**config.mk**
```make
export PLATFORM = sky130hd
export DESIGN_NAME = spi_master_ctl
export DESIGN_NICKNAME = d
export VERILOG_FILES = /design/src/rtl/spi_ctl_pkg.sv /design/src/rtl/spi_ctl_baud.sv /design/src/rtl/spi_ctl_shift.sv /design/src/rtl/spi_master_ctl.sv
export SDC_FILE = /design/constraint.sdc
export NUM_CORES = 1
export LEC_CHECK = 0
export BUFFER_PORTS_ARGS = -buffer_cell sky130_fd_sc_hd__buf_4
export CAP_MARGIN = 20
export CELL_PAD_IN_SITES_DETAIL_PLACEMENT = 0
export CELL_PAD_IN_SITES_GLOBAL_PLACEMENT = 1
export CORE_MARGIN = 1
export CORE_UTILIZATION = 47
export CTS_CLUSTER_SIZE = 25
export DETAILED_ROUTE_END_ITERATION = 7
export PLACE_DENSITY = 0.81
export SETUP_SLACK_MARGIN = 0.15
export SYNTH_ARGS = -nofsm -noshare
export SYNTH_HDL_FRONTEND = slang
export SYNTH_SLANG_ARGS = --single-unit
export TNS_END_PERCENT = 100
```
**constraint.sdc**
```tcl
create_clock -name clk_i -period 5.3 [get_ports clk_i]
set_clock_uncertainty 0.05 [all_clocks]
set_input_delay 0.53 -clock clk_i [delete_from_list [all_inputs] [get_ports clk_i]]
set_output_delay 0.53 -clock clk_i [all_outputs]
set_load 0.01 [all_outputs]
```
**src/rtl/spi_ctl_pkg.sv**
```systemverilog
package spi_ctl_pkg;
  localparam int MB_LOOP   = 30;
  localparam int MB_CPOL   = 29;
  localparam int MB_CPHA   = 28;
  localparam int MB_DIV16  = 27;
  localparam int MB_MSB    = 26;
  localparam int MB_EN     = 24;
  localparam int LEN_LSB   = 20;
  localparam int PM_LSB    = 16;
  localparam int EV_RXRDY  = 9;
  localparam int EV_TXFREE = 8;
  localparam logic [31:0] MODE_RST  = 32'h2E7F_0000;
  localparam logic [31:0] MODE_MASK = 32'h7FFF_0000;

  typedef enum logic [2:0] {
    A_MODE  = 3'd0,
    A_EVENT = 3'd1,
    A_MASK  = 3'd2,
    A_TX    = 3'd3,
    A_RX    = 3'd4
  } reg_addr_e;

  // code 0 means 32 bits; codes below 3 are clamped to 4 bits
  function automatic logic [5:0] len_decode(input logic [3:0] code);
    if (code == 4'd0)     return 6'd32;
    else if (code < 4'd3) return 6'd4;
    else                  return {2'b00, code} + 6'd1;
  endfunction
endpackage

```
**src/rtl/spi_ctl_baud.sv**
```systemverilog
module spi_ctl_baud #(
  parameter int PM_W    = 4,
  parameter int FIX_DIV = 16
) (
  input  logic            clk_i,
  input  logic            rst_ni,
  input  logic            run_i,
  input  logic            div16_i,
  input  logic [PM_W-1:0] pm_i,
  output logic            tick_o
);
  localparam int MAX_HALF = 2 * FIX_DIV * (1 << PM_W);
  localparam int CNT_W    = $clog2(MAX_HALF);

  logic [CNT_W:0]   half_c;
  logic [CNT_W-1:0] limit, cnt_q;

  always_comb begin
    half_c = ((CNT_W+1)'(pm_i) + 1'b1) << 1;
    if (div16_i) half_c = half_c * (CNT_W+1)'(FIX_DIV);
    limit = CNT_W'(half_c - 1'b1);
  end

  assign tick_o = run_i && (cnt_q == limit);

  always_ff @(posedge clk_i or negedge rst_ni) begin
    if (!rst_ni)                 cnt_q <= '0;
    else if (!run_i || tick_o)   cnt_q <= '0;
    else                         cnt_q <= cnt_q + 1'b1;
  end

  AST_CNT_LIMIT: assert property (@(posedge clk_i) disable iff (!rst_ni)
    run_i |-> cnt_q <= limit);
endmodule

```
**src/rtl/spi_ctl_shift.sv**
```systemverilog
module spi_ctl_shift #(
  parameter int DATA_W = 32,
  localparam int LEN_W  = $clog2(DATA_W) + 1,
  localparam int ECNT_W = LEN_W + 1
) (
  input  logic              clk_i,
  input  logic              rst_ni,
  input  logic              en_i,
  input  logic              start_i,
  input  logic [DATA_W-1:0] tx_word_i,
  input  logic [LEN_W-1:0]  len_i,
  input  logic              msb_first_i,
  input  logic              cpha_i,
  input  logic              loop_i,
  input  logic              miso_i,
  input  logic              tick_i,
  output logic              busy_o,
  output logic              sck_t_o,
  output logic              mosi_o,
  output logic              done_o,
  output logic [DATA_W-1:0] rx_word_o
);
  logic [DATA_W-1:0] tx_sr, rx_sr, rx_new, rx_just;
  logic [ECNT_W-1:0] ecnt;
  logic [LEN_W-2:0]  msb_idx;
  logic              din, sample, shift_out, last;

  assign msb_idx   = (LEN_W-1)'(len_i - 1'b1);
  assign mosi_o    = msb_first_i ? tx_sr[msb_idx] : tx_sr[0];
  assign din       = loop_i ? mosi_o : miso_i;
  // even edge index = leading edge
  assign sample    = (ecnt[0] == cpha_i);
  assign shift_out = !sample && !(cpha_i && ecnt == '0);
  assign last      = (ecnt == ({len_i, 1'b0} - 1'b1));

  always_comb begin
    if (!sample)          rx_new = rx_sr;
    else if (msb_first_i) rx_new = {rx_sr[DATA_W-2:0], din};
    else                  rx_new = {din, rx_sr[DATA_W-1:1]};
    rx_just = msb_first_i ? rx_new : (rx_new >> (LEN_W'(DATA_W) - len_i));
  end

  always_ff @(posedge clk_i or negedge rst_ni) begin
    if (!rst_ni) begin
      tx_sr <= '0; rx_sr <= '0; ecnt <= '0;
      busy_o <= 1'b0; sck_t_o <= 1'b0; done_o <= 1'b0; rx_word_o <= '0;
    end else if (!en_i) begin
      busy_o <= 1'b0; sck_t_o <= 1'b0; ecnt <= '0; done_o <= 1'b0;
    end else begin
      done_o <= 1'b0;
      if (start_i && !busy_o) begin
        tx_sr  <= tx_word_i;
        rx_sr  <= '0;
        ecnt   <= '0;
        busy_o <= 1'b1;
      end else if (busy_o && tick_i) begin
        sck_t_o <= ~sck_t_o;
        rx_sr   <= rx_new;
        if (shift_out) tx_sr <= msb_first_i ? (tx_sr << 1) : (tx_sr >> 1);
        if (last) begin
          busy_o    <= 1'b0;
          done_o    <= 1'b1;
          rx_word_o <= rx_just;
          ecnt      <= '0;
        end else begin
          ecnt <= ecnt + 1'b1;
        end
      end
    end
  end

  AST_IDLE_SCK: assert property (@(posedge clk_i) disable iff (!rst_ni)
    !busy_o |-> !sck_t_o);
  AST_EDGE_BOUND: assert property (@(posedge clk_i) disable iff (!rst_ni)
    busy_o |-> ecnt < {len_i, 1'b0});
  AST_STOP_ON_DISABLE: assert property (@(posedge clk_i) disable iff (!rst_ni)
    !en_i |=> !busy_o && !done_o);
endmodule

```
**src/rtl/spi_master_ctl.sv**
```systemverilog
module spi_master_ctl
  import spi_ctl_pkg::*;
#(
  parameter int DATA_W = 32,
  parameter int PM_W   = 4,
  parameter int FIX_DIV = 16
) (
  input  logic        clk_i,
  input  logic        rst_ni,
  input  logic        req_i,
  input  logic        we_i,
  input  logic [2:0]  addr_i,
  input  logic [31:0] wdata_i,
  output logic [31:0] rdata_o,
  output logic        irq_o,
  output logic        sck_o,
  output logic        mosi_o,
  input  logic        miso_i
);
  localparam int LEN_W = $clog2(DATA_W) + 1;

  logic [31:0]       mode_q, ev_v;
  logic [1:0]        mask_q;
  logic              ev_rx_q, en, busy, sck_t, done, tick, wr;
  logic [DATA_W-1:0] rx_word;
  logic [LEN_W-1:0]  len;

  assign wr  = req_i && we_i;
  assign en  = mode_q[MB_EN];
  assign len = LEN_W'(len_decode(mode_q[LEN_LSB+3:LEN_LSB]));

  always_ff @(posedge clk_i or negedge rst_ni) begin
    if (!rst_ni) begin
      mode_q  <= MODE_RST;
      mask_q  <= '0;
      ev_rx_q <= 1'b0;
    end else begin
      // fields locked while running; only clearing enable unlocks them
      if (wr && addr_i == A_MODE && !(en && wdata_i[MB_EN]))
        mode_q <= wdata_i & MODE_MASK;
      if (wr && addr_i == A_MASK)
        mask_q <= wdata_i[EV_RXRDY:EV_TXFREE];
      if (done)
        ev_rx_q <= 1'b1;
      else if (wr && addr_i == A_EVENT && wdata_i[EV_RXRDY])
        ev_rx_q <= 1'b0;
    end
  end

  spi_ctl_baud #(.PM_W(PM_W), .FIX_DIV(FIX_DIV)) u_baud (
    .clk_i   (clk_i),
    .rst_ni  (rst_ni),
    .run_i   (busy),
    .div16_i (mode_q[MB_DIV16]),
    .pm_i    (mode_q[PM_LSB +: PM_W]),
    .tick_o  (tick)
  );

  spi_ctl_shift #(.DATA_W(DATA_W)) u_shift (
    .clk_i       (clk_i),
    .rst_ni      (rst_ni),
    .en_i        (en),
    .start_i     (wr && addr_i == A_TX && en),
    .tx_word_i   (wdata_i[DATA_W-1:0]),
    .len_i       (len),
    .msb_first_i (mode_q[MB_MSB]),
    .cpha_i      (mode_q[MB_CPHA]),
    .loop_i      (mode_q[MB_LOOP]),
    .miso_i      (miso_i),
    .tick_i      (tick),
    .busy_o      (busy),
    .sck_t_o     (sck_t),
    .mosi_o      (mosi_o),
    .done_o      (done),
    .rx_word_o   (rx_word)
  );

  assign sck_o = mode_q[MB_CPOL] ^ sck_t;
  assign irq_o = (ev_rx_q && mask_q[1]) || (!busy && mask_q[0]);

  always_comb begin
    ev_v = '0;
    ev_v[EV_RXRDY]  = ev_rx_q;
    ev_v[EV_TXFREE] = !busy;
    case (addr_i)
      A_MODE:  rdata_o = mode_q;
      A_EVENT: rdata_o = ev_v;
      A_MASK:  rdata_o = {22'b0, mask_q, 8'b0};
      A_RX:    rdata_o = 32'(rx_word);
      default: rdata_o = '0;
    endcase
  end

  AST_RXRDY_ON_DONE: assert property (@(posedge clk_i) disable iff (!rst_ni)
    done |=> ev_rx_q);
  AST_MODE_LOCK: assert property (@(posedge clk_i) disable iff (!rst_ni)
    (wr && addr_i == A_MODE && en && wdata_i[MB_EN]) |=> $stable(mode_q));
  AST_NO_XFER_OFF: assert property (@(posedge clk_i) disable iff (!rst_ni)
    (!en && !$past(en)) |-> !busy && !done);
endmodule

```
==> results of run 1 <==
kinds of logic (layout without fill, tap and decap cells):
group / count (synthesis) / after routing
adders and majority gates: 8 / 8
AOI/OAI and AO/OA: 253 / 253
buffers and inverters: 105 / 152
xor gates and xnor gates: 31 / 31
and+or+nand+nor: 343 / 343
muxes: 193 / 193
DFF: 133 / 133
layer usage:
metal	routed length [microns]	track usage (%)
met2	11690	37.31
met4	450	7.526
met5	0	0
met3	2051	5.110
met1	14130	43.55
sequential cells by signal, indices dropped and copies added (netlist names):
register,flops
ev_rx_q,1
mask_q,2
mode_q,15
u_baud.cnt_q,9
u_shift.busy_o,1
u_shift.done_o,1
u_shift.ecnt,7
u_shift.rx_sr,32
u_shift.rx_word_o,32
u_shift.sck_t_o,1
u_shift.tx_sr,32
cells in the final DEF, fill, tap and decap left out, drive strengths merged, types with 18 or more instances in the layout:
master / Yosys / layout
xnor2: 19 / 19
a21oi: 52 / 52
inv: 27 / 29
nor2: 93 / 93
clkbuf: 45 / 18
a22o: 27 / 27
nand2: 145 / 145
o21ai: 51 / 51
buf: 32 / 92
nand3: 18 / 18
o211ai: 36 / 36
dfrtp: 122 / 122
mux2: 82 / 82
mux2i: 103 / 103
and2: 19 / 19
through the flow:
stage	instance area (sq um)	total power (uW)	instances	setup WS (ns)	hold WS, ns
after floorplan	9663	2910	1066	0.6774	0.1844
after global placement	10360	3520	1351	1.270	0.3662
after detailed placement	10360	3509	1351	1.140	0.3791
after CTS	10950	4714	1383	0.9107	0.1550
after global routing	10950	4996	1383	0.7030	0.1870
final	10950	4756	1383	0.9077	0.09818
area by class of cell:
cell class                 count  area (sq um)  area share [%]
tap                          270         337.8           3.086
clock inverter                14         155.1           1.417
clock buffer                  18         429.2           3.920
sequential                   133          3346           30.56
multi-input combinational    828          5879           53.71
inverter                      28         105.1          0.9601
timing repair buffer          92         694.4           6.344
power breakdown:
| part | internal [uW] | switching (uW) |
|---|---|---|
| Combinational | 898 | 1330 |
| Clock | 698 | 494 |
| Sequential | 1140 | 202 |
| Total | 2730 | 2020 |
worst min-delay path by stage:
| stage | slack [ns] | endpoint | startpoint | depth (start not counted) |
|---|---|---|---|---|
| floorplan | 0.18 | ev_rx_q | rst_ni | 0 |
| global placement | 0.37 | ev_rx_q | u_shift.done_o | 1 |
| detailed placement | 0.38 | ev_rx_q | u_shift.done_o | 1 |
| CTS | 0.16 | u_baud.cnt_q[3] | rst_ni | 1 |
| global route | 0.19 | u_baud.cnt_q[3] | rst_ni | 1 |
| finish | 0.1 | u_baud.cnt_q[3] | rst_ni | 1 |
==> flow_summary.rst, run 1 <==
.. list-table::
   :header-rows: 1

   * - Metric
     - Value
   * - Status
     - finished, final reports clean
   * - Crit-path max FO
     - 13
   * - Number of standard cells after synthesis
     - 1066
   * - Area fraction in compound gates after synthesis
     - a little under a fifth
   * - Reported max-cap violation count
     - 0
   * - HP Class
     - input port to asynchronous set/reset pin
   * - Data arrival time of the worst path
     - 3.81 ns
   * - Top-area cell type share of the netlist area
     - 31.59%
   * - Count of unique library cells instantiated by Yosys
     - 77
   * - Crit. path cell count
     - 12
   * - Worst-margin pin slew
     - 1.028 ns
   * - Post-route core utilization
     - between 50% and 60%
   * - Gr usage total
     - 27.41%
   * - EDFF count, synth
     - 0
   * - Largest stage delay on the critical path
     - ~0.66 ns
   * - Kind of start point of the critical path
     - register
   * - Most area-hungry cell type in the Yosys netlist
     - dfrtp_1
   * - Initial antenna violation count
     - 0
   * - # nets final
     - 1148
   * - Die Wd
     - between 100 and 150 microns
   * - Maximum number of pins on one net before global-route repair
     - 86
   * - Placement row count
     - 52
   * - Sequential fraction of the synthesis area
     - 34.59%
   * - Setup-failing EPs final
     - 0
   * - Category of the critical setup timing path
     - register to output pin
   * - Maximum VDD drop
     - 0.2761 mV
   * - Most common flop cell mapped by yosys
     - dfrtp_1
   * - Endpoint class of the critical path
     - output pin
   * - Leakage component of the power
     - approximately 0.0048 uW
   * - Clock Root Buffer
     - clkbuf_16
   * - Wire length of the first global-routing pass
     - 45.55 mm
   * - Power per unit of standard cell area
     - about 430 nW/um^2
   * - Mux cell area share after synthesis
     - 22.09%
   * - Post-cts gate resize count
     - 0
   * - Die span in y
     - 145.4 microns
   * - Library cell with the highest instance count after synthesis
     - nand2_1
   * - Critical register-to-register path endpoint
     - u_shift.rx_word_o[26]
   * - Floorplan Core Area
     - 20170 sq um
   * - Detail-routed net length per standard cell
     - 20.48 microns
   * - Synth Warn #
     - 0
   * - Final sum of negative setup slack
     - 0 ns
   * - Largest family of logic cells by synthesized area
     - multiplexers
   * - Wire length reported by the detailed router
     - 28.32 mm
   * - Starting Density
     - 47.91%
   * - Vias in the first global route
     - 7793
   * - Clock-pin slew reported for the worst setup and hold paths after clock tree synthesis
     - 0.06 ns
   * - Number of buffers inserted by port buffering
     - 74
   * - RSZ-0062 raised after global routing
     - no
   * - Router iterations before antenna repair
     - 5
   * - Filler instances
     - 1916
   * - Vias/cell
     - slightly above 6
   * - Area share of fa/ha/maj cells after synthesis
     - roughly 1.0%
   * - Layout-stage area growth over the synthesis result
     - 13.28%
   * - Worst-skew pair later-pin latency
     - 0.44 ns
   * - Xor-xnor portion of the synthesized cell area
     - 2.810%
   * - Async set-reset flop share out of synthesis
     - 100.0%
   * - Max clock buf depth
     - 2
   * - Timing endpoint of the critical path
     - mosi_o
   * - Basic-gate share of the synthesized area counting and, or, nand and nor cells
     - 16.39%
   * - Final max-slew violation count
     - 0
   * - Final Hold Vio Count
     - 0
   * - Critical-path top delay cell
     - dfstp_2
   * - Mean instance size in the synthesized netlist
     - 9.065 sq um
   * - Post-route DRC violation count
     - 0
   * - R2R Path Start
     - mode_q[16]
   * - Total nets after synthesis
     - 1114
   * - Commonest cells post-synth
     - 144 x nand2_1, 122 x dfrtp_1, 103 x mux2i_1
   * - Most frequent cell on the critical path
     - mux2i_1
   * - Post-Syn Area
     - 9663 sq um
   * - Data required time at the worst endpoint
     - 4.72 ns
   * - GRT overflow
     - 0
   * - Routed Antenna Nets
     - 0
   * - Buffers inserted by post-CTS timing repair
     - 0
   * - CTS H-tree depth
     - 4
   * - Reg2Reg Depth
     - 11
   * - Bufs and invs on worst path
     - 3
   * - DRC marker count from the first detailed-route iteration
     - 898
   * - Number of top-level design ports
     - 75
   * - RD Place Congestion
     - 0.9528
   * - Number of buffers inserted during clock tree synthesis
     - 17
   * - Die ar.
     - 21140 sq um
   * - TritonCTS clock tree
     - yes
   * - Source of the critical timing path
     - mode_q[21]
   * - Antenna fix cells
     - 0
   * - Worst slew margin
     - 30.91%
   * - Via count
     - 8377
   * - Min Tclk post-route
     - 4.392 ns
   * - List of cells traversed by the critical path
     - ha_1, nand2b_1, a21oi_1, inv_2, ha_1, clkinv_1, mux4_2, mux2i_1, mux2i_1, mux2i_1, a21oi_1, buf_4
   * - Number of clock sinks
     - 133
   * - Post-route clock period utilization
     - 82.87%
   * - Top cells by area in the synthesized netlist
     - dfrtp_1 32%, mux2i_1 11%, mux2_2 9.3%, nand2_1 5.6%, nor2_1 3.6%
   * - Hold buffers post-CTS
     - 0
   * - Share of layout cells above drive strength 1
     - between 20% and 30%
   * - Dominant delay contributor by cell family on the critical path
     - multiplexers
   * - Total half-perimeter wirelength after legalization and detailed placement
     - 20.03 mm
   * - Synthesized flop and latch total
     - 133
   * - Setup slack on the worst flop-to-flop path
     - 1.15 ns
   * - Upper clock frequency limit
     - roughly 230 MHz
Power figures use the tool's default switching activity.
==> inputs of run 2 (changes only) <==
ABC_AREA = 1   (was unset)
CORE_UTILIZATION = 44   (was 47)
PLACE_DENSITY = 0.8   (was 0.81)
clock period = 4.5 ns   (was 5.3 ns; I/O delays follow)
==> flow_summary.rst, run 2 <==
.. list-table::
   :header-rows: 1

   * - Metric
     - Value
   * - Status
     - finished with violations
   * - Violated checks
     - negative hold slack
   * - Clock-pin slew reported for the worst setup and hold paths after clock tree synthesis
     - approximately 0.070 ns
   * - Router iterations before antenna repair
     - 5
   * - Leading cell type in the layout, fill and taps excluded
     - nand2_1
   * - Critical-path top delay cell
     - nor4_4
   * - RD Place Congestion
     - 0.9031
   * - CTS H-tree depth
     - 4
   * - Worst-skew pair later-pin latency
     - ~0.43 ns
   * - Count of unique library cells instantiated by Yosys
     - 53
   * - Floorplan Core Area
     - roughly 21000 sq um
   * - Die ar.
     - 22070 sq um
   * - Post-route clock period utilization
     - 89.23%
   * - HP Class
     - input port to asynchronous set/reset pin
   * - Top cells by area in the synthesized netlist
     - dfrtp_1 32%, nand2_1 12%, o21ai_0 8.6%, o211ai_1 7.9%, inv_1 6.4%
   * - Uppermost signal routing layer after detailed routing
     - met4
   * - Number of top-level design ports
     - 75
   * - Detail-routed net length per standard cell
     - ~18 microns
   * - Library cell with the highest instance count after synthesis
     - nand2_1
   * - Layout-stage area growth over the synthesis result
     - 13.77%
   * - Worst-margin pin slew
     - 0.9394 ns
   * - Wire length of the first global-routing pass
     - 48.30 mm
   * - Largest stage delay on the critical path
     - 0.63 ns
   * - RSZ-0062 raised after global routing
     - no
   * - Final max-slew violation count
     - 0
   * - Total half-perimeter wirelength after legalization and detailed placement
     - 21.40 mm
   * - Number of clock sinks
     - approximately 130
   * - Sequential fraction of the synthesis area
     - 35.36%
   * - WL met2
     - 12.50 mm
   * - Worst slew margin
     - a little under two fifths
   * - Top-area cell type share of the netlist area
     - 32.31%
   * - Mean instance size in the synthesized netlist
     - 7.011 sq um
   * - Most area-hungry cell type in the Yosys netlist
     - dfrtp_1
   * - Commonest cells post-synth
     - 297 x nand2_1, 162 x o21ai_0, 161 x inv_1
   * - Setup-failing EPs final
     - 0
   * - EDFF count, synth
     - 0
   * - Total nets after synthesis
     - 1396
   * - Reported max-cap violation count
     - 0
   * - Post-Syn Area
     - approximately 9500 sq um
   * - Starting Density
     - 44.96%
   * - Placement row count
     - 53
   * - Vias/cell
     - between 5 and 6
   * - Vias in the first global route
     - 8724
   * - Final Hold Vio Count
     - 6
   * - Endpoint class of the critical path
     - register
   * - Initial antenna violation count
     - 0
   * - Clock Root Buffer
     - clkbuf_16
   * - Design Power
     - 5496 uW
   * - Async set-reset flop share out of synthesis
     - between 90% and 100%
   * - # nets final
     - 1429
   * - Data required time at the worst endpoint
     - 4.77 ns
   * - Routed length on met1
     - between 10 and 15 mm
   * - Crit-path max FO
     - 37
   * - Post-route DRC violation count
     - 0
   * - Category of the critical setup timing path
     - register to register
   * - Synthesized flop and latch total
     - ~130
   * - Die Wd
     - ~150 microns
   * - Min Tclk post-route
     - 4.015 ns
   * - WHS
     - -0.01393 ns
   * - Number of standard cells after synthesis
     - approximately 1300
   * - Most common flop cell mapped by yosys
     - dfrtp_1
   * - Gr usage total
     - 28.11%
   * - Max clock buf depth
     - 2
   * - List of cells traversed by the critical path
     - inv_1, ha_1, o21ai_2, nand2_2, ha_1, inv_1, o21ai_0, a21oi_1, o21ai_0, a21oi_1, nand3_1, nor4_4, nand2_8, inv_6, o221ai_1, o21a_1
   * - Number of buffers inserted during clock tree synthesis
     - 17
   * - Upper clock frequency limit
     - roughly 250 MHz
   * - Commonest cells after routing, fill and taps aside
     - 297 x nand2_1, 162 x o21ai_0, 161 x inv_1
   * - DRC marker count from the first detailed-route iteration
     - 899
   * - Number of buffers inserted by port buffering
     - 74
   * - Synth Warn #
     - 0
   * - Top flop regs
     - u_shift.rx_sr x32, u_shift.rx_word_o x32, u_shift.tx_sr x32
   * - Met3 WL
     - 2.009 mm
   * - Final sum of negative setup slack
     - 0 ns
   * - Antenna fix cells
     - 0
   * - Power per unit of standard cell area
     - 511.2 nW/um^2
   * - Buffers inserted by post-CTS timing repair
     - 0
   * - Leakage component of the power
     - 0.005254 uW
   * - TritonCTS clock tree
     - yes
   * - Routed Antenna Nets
     - 0
   * - Via count
     - 9383
   * - Die span in y
     - 148.6 microns
   * - Share of layout cells above drive strength 1
     - 12.84%
   * - Data arrival time of the worst path
     - between 4 and 5 ns
   * - Wire length reported by the detailed router
     - 29.74 mm
   * - Maximum VDD drop
     - 0.2708 mV
   * - Kind of start point of the critical path
     - register
   * - Maximum number of pins on one net before global-route repair
     - between 70 and 80
   * - GRT overflow
     - 0
==> run 2: changes by cell type in the layout (fill, tap and decap cells not counted), moves of 19 or more <==
cell / change
and2_1: -19
nand2_1: +153
inv_1: +135
a22o_1: -20
mux2_2: -75
o22ai_1: +23
nand3_1: +77
mux2i_1: -92
o211ai_1: +67
o21ai_0: +114
==> run 2: where the power goes <==
| group | internal [uW] | switching [uW] | total [uW] |
|---|---|---|---|
| Combinational | 850 | 1890 | 2740 |
| Sequential | 1300 | 106 | 1400 |
| Clock | 728 | 622 | 1350 |
==> run 2: kinds of logic after synthesis <==
kind of cell               after synthesis  synth area share [%]
muxes                                   16                 1.761
AOI/OAI and AO/OA                      401                 25.69
adders and majority gates                8                 1.059
xor gates and xnor gates                21                 2.105
buffers and inverters                  254                 10.71
and+or+nand+nor                        515                 23.32
DFF                                    133                 35.36
==> run 2: stage by stage <==
| step | hold WS (ns) | instance area [sq um] | instances | util (%) | setup slack (ns) |
|---|---|---|---|---|---|
| after detailed placement | 0.3773 | 10170 | 1636 | 48.39 | 0.4188 |
| after CTS | 0.003949 | 10730 | 1668 | 51.05 | 0.3979 |
| final | -0.01393 | 10750 | 1669 | 51.15 | 0.4845 |
| after global routing | 0.03970 | 10750 | 1669 | 51.15 | 0.1967 |
| after floorplan | 0.1044 | 9450 | 1348 | - | 0.3853 |
| after global placement | 0.3754 | 10170 | 1636 | 48.39 | 0.4896 |
==> run 2: worst paths after layout <==
path / from / end / slack, ns / depth (start not counted)
setup / recovery: mode_q[21] / u_shift.rx_word_o[6] / 0.48 / 16
max in group asynchronous: rst_ni / u_shift.rx_sr[7] / 3.44 / 2
hold reg to reg: u_shift.done_o / ev_rx_q / 0.39 / 1
min in group clk_i: wdata_i[5] / u_shift.tx_sr[5] / 0.23 / 3
hold / removal: rst_ni / u_baud.cnt_q[4] / -0.01 / 1
setup reg to reg: mode_q[21] / u_shift.rx_word_o[6] / 0.48 / 16
==> run 2: metal layers <==
metal / global-route usage (%) / vias to the layer above
met5: 0 / -
met4: 6.082 / 0
met3: 5.061 / 24
met2: 39.79 / 271
met1: 43.75 / 4451
li1: - / 4637
==> run 2: area by class of cell <==
cell class                      instances  area (sq um)
Clock inverter                         15         133.9
Multi-Input combinational cell        961          5105
Clock buffer                           17         425.4
Fill cell                            2134         10270
Timing Repair Buffer                  102         769.5
Inverter                              166         628.1
Tap cell                              275         344.1
Sequential cell                       133          3346
==> run 2: repair_timing <==
action	CTS	global route
hold buffers	0	0
setup endpoints to repair	0	4
gates resized for setup	0	3
hold endpoints to repair	0	0
==> run 2: worst max-delay path, delay by kind of cell (launching register included) <==
family,cells,cell delay [ns]
simple gates,4,1.10
buf+inv,3,0.54
flops,1,0.55
fa+ha+maj,2,0.52
compound gates,7,1.09
==> inputs of run 3 (changes only) <==
ABC_AREA = unset   (was 1)
CORE_UTILIZATION = 47   (was 44)
PLACE_DENSITY = 0.81   (was 0.8)
SETUP_SLACK_MARGIN = unset   (was 0.15)
==> flow_summary.rst, run 3 (synthesis results as in run 1) <==
.. list-table::
   :header-rows: 1

   * - Metric
     - Value
   * - Data arrival time of the worst path
     - between 3 and 4 ns
   * - Worst-margin pin slew
     - 0.9911 ns
   * - Leakage component of the power
     - 0.004849 uW
   * - Setup-failing EPs final
     - 0
   * - Starting Density
     - 47.91%
   * - Number of buffers inserted during clock tree synthesis
     - 17
   * - Layout-stage area growth over the synthesis result
     - 14.19%
   * - Max clock buf depth
     - 2
   * - Category of the critical setup timing path
     - register to output pin
   * - Die ar.
     - around 21000 sq um
   * - Floorplan Core Area
     - 20170 sq um
   * - Share of layout cells above drive strength 1
     - 22.23%
   * - Area occupied by registers
     - 3346 sq um
   * - Wire length reported by the detailed router
     - 28.91 mm
   * - Router iterations before antenna repair
     - 6
   * - Die Wd
     - about 150 microns
   * - RD Place Congestion
     - 0.9561
   * - Number of top-level design ports
     - 75
   * - Gr usage total
     - 27.98%
   * - Worst-skew pair later-pin latency
     - 0.43 ns
   * - Total half-perimeter wirelength after legalization and detailed placement
     - 20.06 mm
   * - Clock Root Buffer
     - clkbuf_16
   * - Worst slew margin
     - about a third
   * - Die span in y
     - 145.4 microns
   * - Data required time at the worst endpoint
     - 4.00 ns
   * - Number of buffers inserted by port buffering
     - between 70 and 80
   * - Routed Antenna Nets
     - 0
   * - HP Class
     - input port to asynchronous set/reset pin
   * - Placement row count
     - 52
   * - Filler instances
     - around 1900
   * - Endpoint class of the critical path
     - output pin
   * - Wire length of the first global-routing pass
     - around 46 mm
   * - Final non-filler cell total
     - 1390
   * - Initial antenna violation count
     - 0
   * - Detail-routed net length per standard cell
     - 20.80 microns
   * - Inst Count DP
     - 1357
   * - Commonest cells after routing, fill and taps aside
     - 144 x nand2_1, 122 x dfrtp_1, 103 x mux2i_1
   * - Crit-path max FO
     - 13
   * - GRT overflow
     - 0
   * - Top flop regs
     - u_shift.rx_sr x32, u_shift.rx_word_o x32, u_shift.tx_sr x32
   * - Vias in the first global route
     - 8044
   * - Min Tclk post-route
     - 4.179 ns
   * - RSZ-0062 raised after global routing
     - no
   * - Reported max-cap violation count
     - 0
   * - Smallest setup slack after layout
     - about 0.32 ns
   * - Final max-slew violation count
     - 0
   * - Upper clock frequency limit
     - 239.3 MHz
   * - TritonCTS clock tree
     - yes
   * - Hold buffers post-CTS
     - 0
   * - Power per unit of standard cell area
     - just over 500 nW/um^2
   * - Post-route DRC violation count
     - 0
   * - CTS H-tree depth
     - 4
   * - WHS
     - 0.1088 ns
   * - Number of clock sinks
     - around 130
   * - # nets final
     - between 1000 and 1500
   * - Final Hold Vio Count
     - 0
   * - Antenna fix cells
     - 0
   * - Vias/cell
     - about 6.1
   * - Status
     - finished, final reports clean
   * - Final sum of negative setup slack
     - 0 ns
   * - Design Power
     - 5696 uW
   * - DRC marker count from the first detailed-route iteration
     - ~870
   * - Maximum number of pins on one net before global-route repair
     - between 100 and 150
   * - Post-route clock period utilization
     - 92.88%
   * - Maximum VDD drop
     - ~0.36 mV
   * - Leading cell type in the layout, fill and taps excluded
     - nand2_1
   * - Kind of start point of the critical path
     - register
   * - Multi-input logic area
     - 5879 sq um
   * - Clock-pin slew reported for the worst setup and hold paths after clock tree synthesis
     - 0.06 ns
   * - Via count
     - ~8500
   * - DP Worst Slack
     - 0.5810 ns
==> run 3: routing by layer <==
layer	vias up	track usage [%]	wire length, microns
met1	4139	42.97	14060
li1	3959	-	-
met5	-	0	0
met3	26	5.831	2198
met4	0	8.263	406
met2	340	39.13	12240
==> run 3: path summary, 6_finish.rpt <==
check                      cells past startpoint                 to            from  slack, ns
max                                           12             mosi_o      mode_q[21]       0.32
min                                            1    u_baud.cnt_q[5]          rst_ni       0.11
max reg2reg                                   10  u_shift.tx_sr[31]      mode_q[16]       0.58
min reg2reg                                    1            ev_rx_q  u_shift.done_o       0.40
max in group asynchronous                      2         mode_q[29]          rst_ni       3.23
min in group clk_i                             3   u_shift.tx_sr[6]      wdata_i[6]       0.19
==> run 3: power by group <==
part	internal (uW)	switching [uW]
registers	1340	235
clock network	837	589
logic	1110	1590
total	3280	2410
==> run 3: timing repair <==
action,CTS,global route
setup buffers,0,0
endpoints found under the setup margin,0,1
resized for setup,0,1
==> run 3: area by class of cell <==
cell class / instances / area share (%)
multi-input combinational: 828 / 53.28
sequential: 133 / 30.32
timing repair buffer: 99 / 6.996
clock buffer: 18 / 3.980
tap: 270 / 3.062
clock inverter: 14 / 1.372
inverter: 28 / 0.9865
==> run 3: critical path, stage by stage (launching register included) <==
cell and delay, ns:
dfstp_2 0.66, ha_1 0.35, nand2b_1 0.15, a21oi_1 0.25
inv_2 0.06, ha_1 0.34, clkinvlp_4 0.26, mux4_2 0.37
mux2i_1 0.15, mux2i_1 0.08, mux2i_1 0.26, a21oi_1 0.13
buf_4 0.19
==> run 3: metrics by stage <==
step / area, sq um / util [%]
floorplan: 9664 / -
global placement: 10430 / 51.72
detailed placement: 10430 / 51.72
CTS: 11020 / 54.65
global route: 11030 / 54.71
finish: 11030 / 54.71
